$ cat config.mk
export PLATFORM = sky130hd
export DESIGN_NAME = poll_intc
export DESIGN_NICKNAME = d
export VERILOG_FILES = /design/src/rtl/intc_pkg.sv /design/src/rtl/intc_irr.sv /design/src/rtl/intc_resolve.sv /design/src/rtl/poll_intc.sv
export SDC_FILE = /design/constraint.sdc
export NUM_CORES = 1
export LEC_CHECK = 0
export BUFFER_PORTS_ARGS = -buffer_cell sky130_fd_sc_hd__buf_2
export CAP_MARGIN = 15
export CORE_UTILIZATION = 58
export CTS_CLUSTER_DIAMETER = 200
export DETAILED_ROUTE_END_ITERATION = 10
export GPL_TIMING_DRIVEN = 0
export PLACE_DENSITY = 0.77
export SLEW_MARGIN = 25
export SYNTH_ARGS = -nofsm -noshare
export SYNTH_HDL_FRONTEND = slang
export SYNTH_SLANG_ARGS = --single-unit
$ cat constraint.sdc
create_clock -name clk_i -period 10.1 [get_ports clk_i]
set_input_delay 2.02 -clock clk_i [delete_from_list [all_inputs] [get_ports clk_i]]
set_output_delay 2.02 -clock clk_i [all_outputs]
set_load 0.05 [all_outputs]
$ cat src/rtl/intc_pkg.sv
package intc_pkg;
  localparam int unsigned NUM_LVL = 8;
  localparam int unsigned LVL_W   = $clog2(NUM_LVL);

  typedef enum logic [1:0] {
    ST_RUN,
    ST_VEC,
    ST_CASC,
    ST_MODE
  } init_st_e;

  localparam logic [2:0] OP_EOI_ANY = 3'b001;
  localparam logic [2:0] OP_EOI_SPC = 3'b011;
  localparam logic [2:0] OP_ROT_ANY = 3'b101;
  localparam logic [2:0] OP_SET_LOW = 3'b110;
  localparam logic [2:0] OP_ROT_SPC = 3'b111;
endpackage

$ cat src/rtl/intc_irr.sv
module intc_irr #(
  parameter int unsigned N = 8
) (
  input  logic         clk_i,
  input  logic         rst_ni,
  input  logic [N-1:0] req_i,
  input  logic         level_i,
  input  logic         clr_i,
  input  logic [N-1:0] ack_i,
  output logic [N-1:0] irr_o
);
  logic [N-1:0] prev_q, irr_q;

  always_ff @(posedge clk_i or negedge rst_ni) begin
    if (!rst_ni) begin
      prev_q <= '0;
      irr_q  <= '0;
    end else if (clr_i) begin
      prev_q <= '1;  // held-high inputs must rise again
      irr_q  <= '0;
    end else begin
      prev_q <= req_i;
      if (level_i) irr_q <= req_i;
      else         irr_q <= (irr_q | (req_i & ~prev_q)) & req_i & ~ack_i;
    end
  end

  assign irr_o = irr_q;
endmodule

$ cat src/rtl/intc_resolve.sv
module intc_resolve
  import intc_pkg::*;
(
  input  logic [NUM_LVL-1:0] irr_i,
  input  logic [NUM_LVL-1:0] imr_i,
  input  logic [NUM_LVL-1:0] isr_i,
  input  logic               smm_i,
  input  logic [LVL_W-1:0]   lowest_i,
  output logic               req_vld_o,
  output logic [LVL_W-1:0]   req_lvl_o,
  output logic               isr_vld_o,
  output logic [LVL_W-1:0]   isr_lvl_o
);
  always_comb begin
    logic [LVL_W-1:0] idx;
    logic             stop;
    req_vld_o = 1'b0;
    req_lvl_o = '0;
    isr_vld_o = 1'b0;
    isr_lvl_o = '0;
    stop      = 1'b0;
    for (int i = 0; i < NUM_LVL; i++) begin
      idx = lowest_i + LVL_W'(i + 1);
      if (!stop) begin
        if (isr_i[idx] && !(smm_i && imr_i[idx])) begin
          stop = 1'b1;
        end else if (irr_i[idx] && !imr_i[idx]) begin
          req_vld_o = 1'b1;
          req_lvl_o = idx;
          stop      = 1'b1;
        end
      end
      if (!isr_vld_o && isr_i[idx]) begin
        isr_vld_o = 1'b1;
        isr_lvl_o = idx;
      end
    end
  end
endmodule

$ cat src/rtl/poll_intc.sv
module poll_intc
  import intc_pkg::*;
(
  input  logic       clk_i,
  input  logic       rst_ni,
  input  logic [7:0] req_i,
  input  logic       wr_i,
  input  logic       rd_i,
  input  logic       addr_i,
  input  logic [7:0] wdata_i,
  output logic [7:0] rdata_o,
  output logic       int_o
);
  init_st_e           st_q;
  logic               need_mode_q, single_q, level_q;
  logic [NUM_LVL-1:0] imr_q, isr_q, irr;
  logic [LVL_W-1:0]   lowest_q;
  logic               smm_q, rd_isr_q, poll_q, int_q;
  logic [7:0]         rdata_q;

  logic               req_vld, isr_vld;
  logic [LVL_W-1:0]   req_lvl, isr_lvl;

  logic wr0, wr1, rd0, rd1, icw1, ocw2, ocw3, poll_ack;
  logic [NUM_LVL-1:0] ack_vec, eoi_vec;
  logic [2:0]         op;
  logic [7:0]         status;

  assign wr0  = wr_i && !addr_i;
  assign wr1  = wr_i &&  addr_i;
  assign rd0  = rd_i && !addr_i;
  assign rd1  = rd_i &&  addr_i;
  assign icw1 = wr0 && wdata_i[4];
  assign ocw2 = wr0 && !wdata_i[4] && !wdata_i[3] && (st_q == ST_RUN);
  assign ocw3 = wr0 && !wdata_i[4] &&  wdata_i[3] && (st_q == ST_RUN);
  assign op   = wdata_i[7:5];

  assign poll_ack = rd0 && poll_q && req_vld;
  assign ack_vec  = poll_ack ? (NUM_LVL'(1) << req_lvl) : '0;

  always_comb begin
    eoi_vec = '0;
    if (ocw2) begin
      unique case (op)
        OP_EOI_ANY, OP_ROT_ANY: if (isr_vld) eoi_vec = NUM_LVL'(1) << isr_lvl;
        OP_EOI_SPC, OP_ROT_SPC: eoi_vec = NUM_LVL'(1) << wdata_i[2:0];
        default: eoi_vec = '0;
      endcase
    end
  end

  assign status = req_vld ? {1'b1, 4'b0000, req_lvl} :
                  int_q   ? 8'h87 : 8'h00;

  intc_irr #(.N(NUM_LVL)) u_irr (
    .clk_i  (clk_i),
    .rst_ni (rst_ni),
    .req_i  (req_i),
    .level_i(level_q),
    .clr_i  (icw1),
    .ack_i  (ack_vec),
    .irr_o  (irr)
  );

  intc_resolve u_res (
    .irr_i    (irr),
    .imr_i    (imr_q),
    .isr_i    (isr_q),
    .smm_i    (smm_q),
    .lowest_i (lowest_q),
    .req_vld_o(req_vld),
    .req_lvl_o(req_lvl),
    .isr_vld_o(isr_vld),
    .isr_lvl_o(isr_lvl)
  );

  always_ff @(posedge clk_i or negedge rst_ni) begin
    if (!rst_ni) begin
      st_q        <= ST_RUN;
      need_mode_q <= 1'b0;
      single_q    <= 1'b0;
      level_q     <= 1'b0;
      imr_q       <= '0;
      isr_q       <= '0;
      lowest_q    <= LVL_W'(NUM_LVL - 1);
      smm_q       <= 1'b0;
      rd_isr_q    <= 1'b0;
      poll_q      <= 1'b0;
      int_q       <= 1'b0;
      rdata_q     <= '0;
    end else if (icw1) begin
      st_q        <= ST_VEC;
      need_mode_q <= wdata_i[0];
      single_q    <= wdata_i[1];
      level_q     <= wdata_i[3];
      imr_q       <= '0;
      isr_q       <= '0;
      lowest_q    <= LVL_W'(NUM_LVL - 1);
      smm_q       <= 1'b0;
      rd_isr_q    <= 1'b0;
      poll_q      <= 1'b0;
      int_q       <= 1'b0;
    end else begin
      if (wr1) begin
        unique case (st_q)
          ST_VEC:  st_q <= single_q ? (need_mode_q ? ST_MODE : ST_RUN) : ST_CASC;
          ST_CASC: st_q <= need_mode_q ? ST_MODE : ST_RUN;
          ST_MODE: st_q <= ST_RUN;
          default: imr_q <= wdata_i;
        endcase
      end
      isr_q <= (isr_q & ~eoi_vec) | ack_vec;
      if (ocw2) begin
        if (op == OP_SET_LOW || op == OP_ROT_SPC) lowest_q <= wdata_i[2:0];
        else if (op == OP_ROT_ANY && isr_vld)     lowest_q <= isr_lvl;
      end
      if (ocw3) begin
        if (wdata_i[6:5] == 2'b11)      smm_q <= 1'b1;
        else if (wdata_i[6:5] == 2'b10) smm_q <= 1'b0;
        if (wdata_i[1]) rd_isr_q <= wdata_i[0];
        poll_q <= wdata_i[2];
      end else if (rd0) begin
        poll_q <= 1'b0;
      end
      if (rd0 && poll_q) int_q <= 1'b0;
      else               int_q <= int_q | req_vld;
      if (rd0)      rdata_q <= poll_q ? status : (rd_isr_q ? isr_q : irr);
      else if (rd1) rdata_q <= imr_q;
    end
  end

  assign rdata_o = rdata_q;
  assign int_o   = int_q;
endmodule

==> results.cfg <==
[outcome]
status = completed

[floorplanning]
fp.dieH_um = 94.2
rows = 33
die-width_um = 94.2
start_util_pct = 60.0
coreArea_sq_mm = 0.00822
pin_count = 30
die_area_sq_mm = 0.00887

[timing]
hold_ws_ns = 0.483
rsz0062_at_grt = no
max_slew_margin_pct = 40.9
fin_setup_tns_ns = 0
slew_viol_final = 0
setup_violations = 0
fin_crit_ns = 4.63
fin_skew_ns = 0.0147
max_freq_mhz = 216
post-route-period-util_pct = 45.9
worstMarginPinSlew_ns = 0.881
finalHoldViolations = 0

[route]
dr.pass1.iters = 7
antenna_left = 0
wl_um = 14600
initialDrtViolationCount = 469
vias = 4539
route.detailed.drc = 0
wl_per_cell_um = 21.8
via_per_inst = 6.77

[worst_setup_path]
slowest_stage = o32ai_4
start_kind = flip-flop
endpoint_kind = flip-flop
crit_arrival_ns = 4.85
worstPathRequired_ns = 10.32
crit_top_cell = buf_4
crit_type = reg2reg
critPathMaxFanout = 10
cp_slowest_stage_delay_ns = 0.65
path_cells = buf_6 > buf_4 > inv_1 > buf_2 > ha_1 > buf_4 > buf_4 > mux2_2 > mux4_2 > o211ai_4 > o31ai_1 > a21o_1 > o32ai_4 > nand2_1 > o211a_1

[layout]
design_area_sq_mm = 0.00529
layout_common_cells = 57 x nand2_1, 49 x dfrtp_1, 43 x nor2_1
fin_nets = 591
drive_above_1_share_pct = 22.3
layout_commonest_cell = nand2_1
antennaDiodeCount = 0
layoutNonFillerInstCount = 670
syn2layout_area_growth_pct = 7.34

[power_and_ir_drop]
max-vdd-ir-drop_mv = 0.133
powerDensity_mw_per_mm2 = 199
p_leak_nw = 2.18

[synth]
synth_compound_area_share_pct = 19.8
seq_area_frac_synth_pct = 26.5
synth_top_family_by_area = simple AND/OR/NAND/NOR gates
ys.warnings.count = 0
synth.avg_cell_area_sq_um = 9.28
synthMuxAreaShare_pct = 22.7
async_reset_ff_share_pct = 100
synth_fa_ha_area_share_pct = 1.52
syn-cell-area_sq_mm = 0.00493
syn_inst = 531
ys_ff_latch = 52
synth_simple_gate_area_share_pct = 23.3
ys.flop_type = dfrtp_1
synth-xor-area-share_pct = 1.52
synth_nets = 558
synth-edff-count = 0
yosysUniqueCellTypes = 82

[cts]
cts_max_level = 2
clockRootBuffer = clkbuf_8
clkTransAtPathRegs_ns = 0.11
cts_tree = built
numCtsBuffers = 5
cts_sinks = 52
hold_buffers = 0
cts-resized-gates = 0
cts_setup_buffers = 0
cts_buffer_depth = 2
worstSkewPairLatency_ns = 0.32

[place]
hpwl_um = 11300
port_buffers = 26
placedCellCount = 662
dpl_cell_area_sq_mm = 0.00519
place.gp.congestion = 0.955

[min_path]
worstHoldPathType = reg2reg

[global_route]
grt_pass1_wl_um = 23200
grt_max_degree = 53
grt_pass1_vias = 4422
grt_usage_pct = 35.3
antenna_found_initial = 0
grt_remaining_overflow = 0

[flow_run]
cap_violations = 0
-- cell type report --
| class | count | area (sq um) |
|---|---|---|
| Timing Repair Buffer | 26 | 133 |
| Clock inverter | 3 | 28.8 |
| Sequential cell | 52 | 1310 |
| Tap cell | 105 | 131 |
| Fill cell | 699 | 2930 |
| Inverter | 20 | 75.1 |
| Buffer | 28 | 160 |
| Clock buffer | 5 | 68.8 |
| Multi-Input combinational cell | 431 | 3390 |
-- worst max-delay path, delay by kind of cell (launching register included) --
kind                       cells  cell delay [ns]
AOI/OAI and AO/OA              5             1.39
adders and majority gates      1             0.32
buffers and inverters          6             1.18
DFF                            1             0.57
muxes                          2             0.89
and+or+nand+nor                1             0.18
-- final timing paths --
kind,startpoint,endpoint,slack (ns),depth (start not counted)
worst max-delay path,lowest_q[0]$_DFFE_PN1P_,u_irr.irr_o[5]$_DFF_PN0_,5.47,15
worst min-delay path,rdata_o[5]$_DFFE_PN0P_,rdata_o[5]$_DFFE_PN0P_,0.48,2
worst max register to register,lowest_q[0]$_DFFE_PN1P_,u_irr.irr_o[5]$_DFF_PN0_,5.47,15
worst min register to register,rdata_o[5]$_DFFE_PN0P_,rdata_o[5]$_DFFE_PN0P_,0.48,2
max in group asynchronous,rst_ni,isr_q[1]$_DFF_PN0_,7.94,1
min in group asynchronous,rst_ni,st_q[0]$_DFFE_PN0P_,1.70,1
-- registers in the layout (all words and copies together), names as in the netlist --
register      count
rdata_o           8
u_irr.prev_q      8
isr_q             8
need_mode_q       1
poll_q            1
level_q           1
int_o             1
single_q          1
smm_q             1
imr_q             8
rd_isr_q          1
st_q              2
u_irr.irr_o       8
lowest_q          3
-- cells by family (layout without fill, tap and decap cells) --
group	Yosys count	count (layout)
xor gates and xnor gates	6	6
AOI/OAI and AO/OA	132	132
muxes	70	70
and+or+nand+nor	217	217
adders and majority gates	6	6
buffers and inverters	48	82
DFF	52	52
-- power by group --
group	internal, mW	total [mW]	switching [mW]
clock network	0.0526	0.135	0.0824
logic	0.254	0.619	0.365
registers	0.246	0.300	0.0537
-- synth_stat cells (4+ instances only) --
master	instances	area, sq um
a211oi_1	4	30.0
a21oi_1	32	160
a31oi_1	11	68.8
and2_1	8	50.1
and3_1	5	31.3
buf_2	8	40.0
buf_4	4	30.0
buf_6	4	45.0
clkbuf_1	11	41.3
dfrtp_1	49	1230
ha_1	6	75.1
inv_1	19	71.3
mux2_2	13	146
mux2i_1	25	250
mux2i_4	4	90.1
mux4_2	25	563
nand2_1	57	214
nand2b_1	20	125
nand3_1	35	175
nand3b_1	4	30.0
nand4_1	8	50.1
nor2_1	43	161
nor3_1	7	35.0
nor3b_1	6	45.0
o2111ai_1	6	52.6
o21ai_0	20	100
o22ai_1	6	37.5
o2bb2ai_1	4	35.0
-- per-stage QoR --
| stage | setup WS [ns] | total power [mW] | utilization (%) |
|---|---|---|---|
| 3_5_place_dp | 5.46 | 0.911 | 63.2 |
| 5_1_grt | 5.30 | 1.11 | 64.4 |
| 6_report | 5.47 | 1.05 | 64.4 |
| 4_1_cts | 5.46 | 1.04 | 64.4 |
| 3_3_place_gp | 5.55 | 0.896 | 63.2 |
| 2_1_floorplan | 6.07 | 0.754 | - |
-- per-layer routing --
layer	routed length [um]	vias up	global-route usage, %
met4	620	0	17.2
met1	6030	2192	44.4
met2	6940	224	57.9
met3	1030	48	6.72
met5	0	-	0
li1	-	2075	-
No activity file was read; power rests on OpenSTA's default activity.
